`src/rtl/pic_pkg.sv`:
```
`timescale 1ns/1ps
package pic_pkg;

    // Window bases and per-context strides of the register map
    localparam logic [31:0] ENA_BASE   = 32'h0000_2000;
    localparam logic [31:0] CTRL_BASE  = 32'h0020_0000;
    localparam int          ENA_SHIFT  = 7;
    localparam int          CTRL_SHIFT = 12;

    // Offsets inside a context control window
    localparam logic [31:0] OFF_THRESH = 32'd0;
    localparam logic [31:0] OFF_CLAIM  = 32'd4;

    // Access size code for a 32-bit transfer
    localparam logic [1:0]  SZ_WORD    = 2'd2;

    typedef enum logic [2:0] {
        TGT_NONE,
        TGT_PRIO,
        TGT_ENABLE,
        TGT_THRESH,
        TGT_CLAIM
    } pic_tgt_e;

endpackage

```
`src/rtl/pic_addr_decode.sv`:
```
`timescale 1ns/1ps
module pic_addr_decode
    import pic_pkg::*;
#(
    parameter int NUM_IDS = 32,
    parameter int NCTX    = 4,
    parameter int NW      = 1,
    parameter int IDX_W   = 5,
    parameter int CTX_W   = 2,
    parameter int WORD_W  = 1
) (
    input  logic [23:0]       addr,
    input  logic [1:0]        size,
    output pic_tgt_e          tgt,
    output logic [IDX_W-1:0]  id,
    output logic [CTX_W-1:0]  ctx,
    output logic [WORD_W-1:0] word
);

    localparam logic [31:0] ENA_MASK  = (32'd1 << ENA_SHIFT) - 32'd1;
    localparam logic [31:0] CTRL_MASK = (32'd1 << CTRL_SHIFT) - 32'd1;

    logic [31:0] a32;
    logic [31:0] rel;
    logic [31:0] sel_id;
    logic [31:0] sel_ctx;
    logic [31:0] sel_word;
    logic [31:0] sel_off;

    always_comb begin
        a32      = {8'd0, addr};
        rel      = '0;
        sel_id   = '0;
        sel_ctx  = '0;
        sel_word = '0;
        sel_off  = '0;
        tgt      = TGT_NONE;
        if (size == SZ_WORD) begin
            if (a32 < ENA_BASE) begin
                sel_id = a32 >> 2;
                if (sel_id != 32'd0 && sel_id < 32'(NUM_IDS)) begin
                    tgt = TGT_PRIO;
                end
            end else if (a32 < CTRL_BASE) begin
                rel      = a32 - ENA_BASE;
                sel_ctx  = rel >> ENA_SHIFT;
                sel_word = (rel & ENA_MASK) >> 2;
                if (sel_ctx < 32'(NCTX) && sel_word < 32'(NW)) begin
                    tgt = TGT_ENABLE;
                end
            end else begin
                rel     = a32 - CTRL_BASE;
                sel_ctx = rel >> CTRL_SHIFT;
                sel_off = rel & CTRL_MASK;
                if (sel_ctx < 32'(NCTX)) begin
                    if (sel_off == OFF_THRESH) begin
                        tgt = TGT_THRESH;
                    end else if (sel_off == OFF_CLAIM) begin
                        tgt = TGT_CLAIM;
                    end
                end
            end
        end
        id   = IDX_W'(sel_id);
        ctx  = CTX_W'(sel_ctx);
        word = WORD_W'(sel_word);
    end

endmodule

```
`src/rtl/pic_best_pick.sv`:
```
`timescale 1ns/1ps
module pic_best_pick #(
    parameter int NUM_IDS = 32,
    parameter int PRIO_W  = 4,
    parameter int IDX_W   = 5
) (
    input  logic [NUM_IDS-1:0]             cand,
    input  logic [NUM_IDS-1:0][PRIO_W-1:0] prio,
    output logic [IDX_W-1:0]               best
);

    logic [PRIO_W-1:0] best_p;

    // Ascending scan: a later candidate wins only on a strictly higher
    // priority, so ties resolve to the lowest ID.
    always_comb begin
        best   = '0;
        best_p = '0;
        for (int i = 0; i < NUM_IDS; i++) begin
            if (cand[IDX_W'(i)] && (best == '0 || prio[IDX_W'(i)] > best_p)) begin
                best   = IDX_W'(i);
                best_p = prio[IDX_W'(i)];
            end
        end
    end

endmodule

```
`src/rtl/pic_regfile.sv`:
```
`timescale 1ns/1ps
module pic_regfile
    import pic_pkg::*;
#(
    parameter int NUM_SRC   = 31,
    parameter int NUM_HARTS = 2,
    parameter int PRIO_W    = 4
) (
    input  logic                 clk,
    input  logic                 rst_n,
    input  logic                 bus_req,
    input  logic                 bus_we,
    input  logic [1:0]           bus_size,
    input  logic [23:0]          bus_addr,
    input  logic [31:0]          bus_wdata,
    output logic [31:0]          bus_rdata,
    output logic                 bus_ack,
    output logic                 bus_err,
    input  logic [NUM_SRC:0]     src_level,
    output logic [NUM_HARTS-1:0] m_ext_irq,
    output logic [NUM_HARTS-1:0] s_ext_irq
);

    localparam int NUM_IDS = NUM_SRC + 1;
    localparam int NCTX    = 2 * NUM_HARTS;
    localparam int NW      = (NUM_IDS + 31) / 32;
    localparam int IDX_W   = $clog2(NUM_IDS);
    localparam int CTX_W   = $clog2(NCTX);
    localparam int WORD_W  = (NW > 1) ? $clog2(NW) : 1;

    typedef struct packed {
        logic [NUM_IDS-1:0][PRIO_W-1:0]            prio;
        logic [NCTX-1:0][NW-1:0][31:0]             en;
        logic [NCTX-1:0][NUM_IDS-1:0]              pend;
        logic [NCTX-1:0][NUM_IDS-1:0][PRIO_W-1:0]  snap;
        logic [NCTX-1:0][NUM_IDS-1:0]              clm;
        logic [NCTX-1:0][PRIO_W-1:0]               thr;
        logic [NUM_IDS-1:0]                        lvl;
        logic                                      ack;
        logic                                      err;
        logic [31:0]                               rdata;
    } pic_state_t;

    pic_state_t q, d;

    pic_tgt_e                     dec_tgt;
    logic [IDX_W-1:0]             dec_id;
    logic [CTX_W-1:0]             dec_ctx;
    logic [WORD_W-1:0]            dec_word;
    logic [NCTX-1:0][IDX_W-1:0]   best_id;

    logic [31:0]       wr_mask;
    logic [31:0]       new_word;
    logic [IDX_W-1:0]  done_id;
    logic              taken;

    pic_addr_decode #(
        .NUM_IDS (NUM_IDS),
        .NCTX    (NCTX),
        .NW      (NW),
        .IDX_W   (IDX_W),
        .CTX_W   (CTX_W),
        .WORD_W  (WORD_W)
    ) u_dec (
        .addr (bus_addr),
        .size (bus_size),
        .tgt  (dec_tgt),
        .id   (dec_id),
        .ctx  (dec_ctx),
        .word (dec_word)
    );

    // One selector per context over its pending, unclaimed sources
    for (genvar c = 0; c < NCTX; c++) begin : g_pick
        pic_best_pick #(
            .NUM_IDS (NUM_IDS),
            .PRIO_W  (PRIO_W),
            .IDX_W   (IDX_W)
        ) u_pick (
            .cand (q.pend[c] & ~q.clm[c]),
            .prio (q.snap[c]),
            .best (best_id[c])
        );
    end

    for (genvar h = 0; h < NUM_HARTS; h++) begin : g_out
        assign m_ext_irq[h] = |best_id[2*h];
        assign s_ext_irq[h] = |best_id[2*h+1];
    end

    assign bus_rdata = q.rdata;
    assign bus_ack   = q.ack;
    assign bus_err   = q.err;

    always_comb begin
        d        = q;
        d.ack    = bus_req;
        d.err    = 1'b0;
        d.rdata  = '0;
        wr_mask  = '0;
        new_word = '0;
        done_id  = '0;
        taken    = 1'b0;

        // Register access
        if (bus_req) begin
            case (dec_tgt)
                TGT_PRIO: begin
                    if (bus_we) begin
                        d.prio[dec_id] = bus_wdata[PRIO_W-1:0];
                    end else begin
                        d.rdata = 32'(q.prio[dec_id]);
                    end
                end
                TGT_ENABLE: begin
                    if (!bus_we) begin
                        d.rdata = q.en[dec_ctx][dec_word];
                    end else begin
                        for (int b = 0; b < 32; b++) begin
                            wr_mask[5'(b)] = (int'(dec_word) * 32 + b != 0) &&
                                             (int'(dec_word) * 32 + b < NUM_IDS);
                        end
                        new_word = bus_wdata & wr_mask;
                        d.en[dec_ctx][dec_word] = new_word;
                        for (int i = 0; i < NUM_IDS; i++) begin
                            if (WORD_W'(i / 32) == dec_word) begin
                                if (new_word[5'(i % 32)] && !q.en[dec_ctx][dec_word][5'(i % 32)]
                                    && q.lvl[IDX_W'(i)]) begin
                                    d.pend[dec_ctx][IDX_W'(i)] = 1'b1;
                                    d.snap[dec_ctx][IDX_W'(i)] = q.prio[IDX_W'(i)];
                                end else if (!new_word[5'(i % 32)] &&
                                             q.en[dec_ctx][dec_word][5'(i % 32)]) begin
                                    d.pend[dec_ctx][IDX_W'(i)] = 1'b0;
                                    d.snap[dec_ctx][IDX_W'(i)] = '0;
                                    d.clm[dec_ctx][IDX_W'(i)]  = 1'b0;
                                end
                            end
                        end
                    end
                end
                TGT_THRESH: begin
                    if (bus_we) begin
                        d.thr[dec_ctx] = bus_wdata[PRIO_W-1:0];
                    end else begin
                        d.rdata = 32'(q.thr[dec_ctx]);
                    end
                end
                TGT_CLAIM: begin
                    if (!bus_we) begin
                        d.rdata = 32'(best_id[dec_ctx]);
                        if (best_id[dec_ctx] != '0) begin
                            d.clm[dec_ctx][best_id[dec_ctx]] = 1'b1;
                        end
                    end else if (bus_wdata < 32'(NUM_IDS)) begin
                        done_id = IDX_W'(bus_wdata);
                        if (q.en[dec_ctx][WORD_W'(bus_wdata >> 5)][bus_wdata[4:0]]) begin
                            d.clm[dec_ctx][done_id] = 1'b0;
                        end
                    end
                end
                default: begin
                    d.err = 1'b1;
                end
            endcase
        end

        // Source level changes, applied after the register access
        for (int i = 0; i < NUM_IDS; i++) begin
            if (i != 0 && src_level[IDX_W'(i)] != q.lvl[IDX_W'(i)]) begin
                d.lvl[IDX_W'(i)] = src_level[IDX_W'(i)];
                taken = 1'b0;
                for (int c = 0; c < NCTX; c++) begin
                    if (!taken && d.en[CTX_W'(c)][WORD_W'(i / 32)][5'(i % 32)]) begin
                        taken = 1'b1;
                        if (src_level[IDX_W'(i)]) begin
                            d.pend[CTX_W'(c)][IDX_W'(i)] = 1'b1;
                            d.snap[CTX_W'(c)][IDX_W'(i)] = d.prio[IDX_W'(i)];
                        end else begin
                            d.pend[CTX_W'(c)][IDX_W'(i)] = 1'b0;
                            d.snap[CTX_W'(c)][IDX_W'(i)] = '0;
                            d.clm[CTX_W'(c)][IDX_W'(i)]  = 1'b0;
                        end
                    end
                end
            end
        end
    end

    always_ff @(posedge clk) begin
        if (!rst_n) begin
            q <= '0;
        end else begin
            q <= d;
        end
    end

endmodule

```
`config.mk`:
```
export PLATFORM = sky130hd
export DESIGN_NAME = pic_regfile
export DESIGN_NICKNAME = d
export VERILOG_FILES = /design/src/rtl/pic_pkg.sv /design/src/rtl/pic_addr_decode.sv /design/src/rtl/pic_best_pick.sv /design/src/rtl/pic_regfile.sv
export SDC_FILE = /design/constraint.sdc
export NUM_CORES = 2
export LEC_CHECK = 0
export ABC_AREA = 1
export BUFFER_PORTS_ARGS = -buffer_cell sky130_fd_sc_hd__buf_2
export CORE_AREA = 2 2 412 414
export CTS_BUF_LIST = sky130_fd_sc_hd__clkbuf_4
export DETAILED_ROUTE_END_ITERATION = 12
export DIE_AREA = 0 0 414 416
export PLACE_DENSITY_LB_ADDON = 0.2
export SYNTH_ARGS = -nofsm -noshare
export SYNTH_HDL_FRONTEND = slang
export SYNTH_SLANG_ARGS = --single-unit
```
`constraint.sdc`:
```
create_clock -name clk -period 18 [get_ports clk]
set_input_delay 2.7 -clock clk [delete_from_list [all_inputs] [get_ports clk]]
set_output_delay 2.7 -clock clk [all_outputs]
set_load 0.005 [all_outputs]
```
==> results_dict.tcl <==
set metrics [dict create \
    violations "negative setup slack" \
    via_per_inst 4.98 \
    start_util_pct 24.8 \
    maxSlewHeadroom_pct 13.4 \
    syn_avg_cell_area_sq_um 6.32 \
    cp-end-kind "output port" \
    wirelength_um 204000 \
    hold_viol 0 \
    cts_root_buf "clkbuf_4" \
    grt-ovfl-total 0 \
    die_w_um 414 \
    ir_drop_v 0.0000704 \
    power_density_nw_per_um2 54.0 \
    yosysTopAreaCellShare_pct 28.7 \
    first_global_vias 44652 \
    syn_to_final_growth_pct 29.2 \
    globalplace.congestion 0.982 \
    synth-seq-cells 597 \
    worstMarginPinSlew_ps 1290 \
    rows 151 \
    skew_ps 95.2 \
    cpPeakStageDelay_ps 360 \
    grt_use_total_pct 22.5 \
    htreeDepth 4 \
    hold_class "flip-flop to flip-flop" \
    hold_depth 2 \
    antenna_found_initial 27 \
    die-area_sq_um 172000 \
    hold_buffers 0 \
    timing.final.crit_share_pct 105 \
    slowest_stage "dfxtp_2" \
    placedCellCount 9121 \
    cts_sinks 597 \
    drv_cap 0 \
    cts_tree "built" \
    reg2reg_depth 153 \
    crit_required_ps 15300 \
    fmax_ghz 0.0531 \
    setup_viol 3 \
    rsz0062_at_grt "yes" \
    synth.most_common_cell "nand2_1" \
    crit_path_frequent_cell "nand2_1" \
    yosysTopAreaCell "dfxtp_1" \
    dieHeight_um 416 \
    vias 48101 \
    fin_ws_ps -823 \
    p_total_mw 2.91 \
    yosysWarnings 0 \
    synthTopCellsByCount "1,406 x nand2_1, 952 x inv_1, 760 x nor2_1, 682 x o21ai_0, 597 x dfxtp_1" \
    syn_area_sq_um 41700 \
    report.final.slew_viol_count 0 \
    critical_path_class "flip-flop to output port" \
    fin_util_pct 32.0 \
    io_buffers 98 \
    drt-initial-drc-count 4705 \
    holdWs_ps 427 \
    seq_area_frac_synth_pct 28.7 \
    start_kind "flip-flop" \
    async_flop_share_pct 0 \
    drc 0 \
    grt_max_degree 128 \
    num_io_pins 132 \
    final_layout_size_suffix_gt1_share_pct 23.5 \
    wl_per_cell_um 21.1 \
    leakage_nw 23.6 \
    outcome "finished with violations" \
    coreArea_sq_um 168000 \
    synth_edf_count 0 \
    stdcell_count 9662 \
    clock_path_buffers 3 \
    grt_pass1_wl_um 291000 \
    postPlaceCellArea_sq_um 47200 \
    synthDistinctLibCells 67 \
    fin_area_sq_um 53900 \
    synthCells 6594 \
    clk_pin_slew_ps 70 \
    ant_nets 0 \
    numCtsBuffers 176 \
    dr.pass1.iters 8 \
    synth_area_leaders "dfxtp_1 29%, nand2_1 13%, inv_1 8.6%" \
    crit_arrival_ps 16120 \
    min_period_ps 18820 \
    nets 7569 \
    cp_max_fo 8 \
    hpwl_um 151000 \
    clock_latency_ps 1250 \
    ys.flop_type "dfxtp_1" \
]
-- area by class of cell --
type,instances,area [sq um]
Clock buffer,252,1890
Inverter,992,3780
Clock inverter,57,372
Multi-Input combinational cell,4763,27300
Timing Repair Buffer,769,5760
Antenna cell,14,35.0
Sequential cell,597,12000
Fill cell,18617,114000
Tap cell,2218,2780
-- flip-flops by register name, summed over array words and instances, names as in the netlist --
register	cells
bus_ack	1
bus_rdata	16
bus_err	1
q	579
-- cells in the final DEF, fill, tap and decap left out, types with 63 or more instances in the layout --
cell	n
nand2_1	1264
o21ai_2	64
o21bai_1	71
buf_2	96
inv_1	898
nand3_1	308
ha_4	69
o22ai_1	75
ha_1	103
inv_2	69
nand2_2	190
o21ai_1	63
o211ai_1	66
nor2_1	720
nand2_4	88
dfxtp_1	592
a21oi_1	454
a211oi_1	71
clkbuf_4	252
buf_4	636
o21ai_0	546
-- routing by layer --
layer  GRT usage, %  up-vias  part of all wire, %
met4           11.2        6                  5.1
li1               -    23273                    -
met2           35.8     1844                   44
met3           4.39      439                  7.7
met1           29.1    22539                   43
met5              0        -                0.099
-- logic make-up after synthesis --
| family | count (synthesis) | synth area share (%) |
|---|---|---|
| adders and majority gates | 176 | 5.28 |
| buffers and inverters | 1254 | 12.5 |
| xor gates and xnor gates | 13 | 0.273 |
| muxes | 5 | 0.120 |
| other | 1 | 0.00899 |
| AOI/OAI and AO/OA | 1691 | 23.7 |
| DFF | 597 | 28.7 |
| and+or+nand+nor | 2857 | 29.5 |
-- report_power, final --
group          total, mW  switching (mW)  leakage [nW]  internal [mW]
clock               1.40           0.697          1.32          0.701
combinational      0.185           0.146          17.4         0.0388
sequential          1.32         0.00208          4.81           1.32
total               2.91           0.845          23.6           2.06
-- worst max-delay path, delay by kind of cell, from the launching register on --
family / cells / cell delay (ps)
AOI/OAI and AO/OA: 27 / 2700
adders and majority gates: 13 / 3660
buffers and inverters: 22 / 1890
DFF: 1 / 360
and+or+nand+nor: 78 / 6200
-- per-stage QoR --
step,setup WS [ps],TNS [ps]
finish,-823,-1900
global placement,-819,-2210
CTS,-995,-2990
global route,-2220,-7260
floorplan,856,0
detailed placement,-1090,-3000
-- final timing paths --
kind / start / end / slack (ps)
worst min-delay path: q[980] / q[980] / 430
worst max register to register: q[755] / q[85] / 1330
worst max-delay path: q[755] / s_ext_irq[0] / -820
worst min register to register: q[980] / q[980] / 430
-- timing repair --
item | 4_1_cts | 5_1_grt
setup buffers | 173 | 59
pin swaps | 254 | 379
endpoints found under the setup margin | 7 | 68
gates resized for setup | 396 | 358
cloned | 5 | 0
Power figures use the tool's default switching activity.
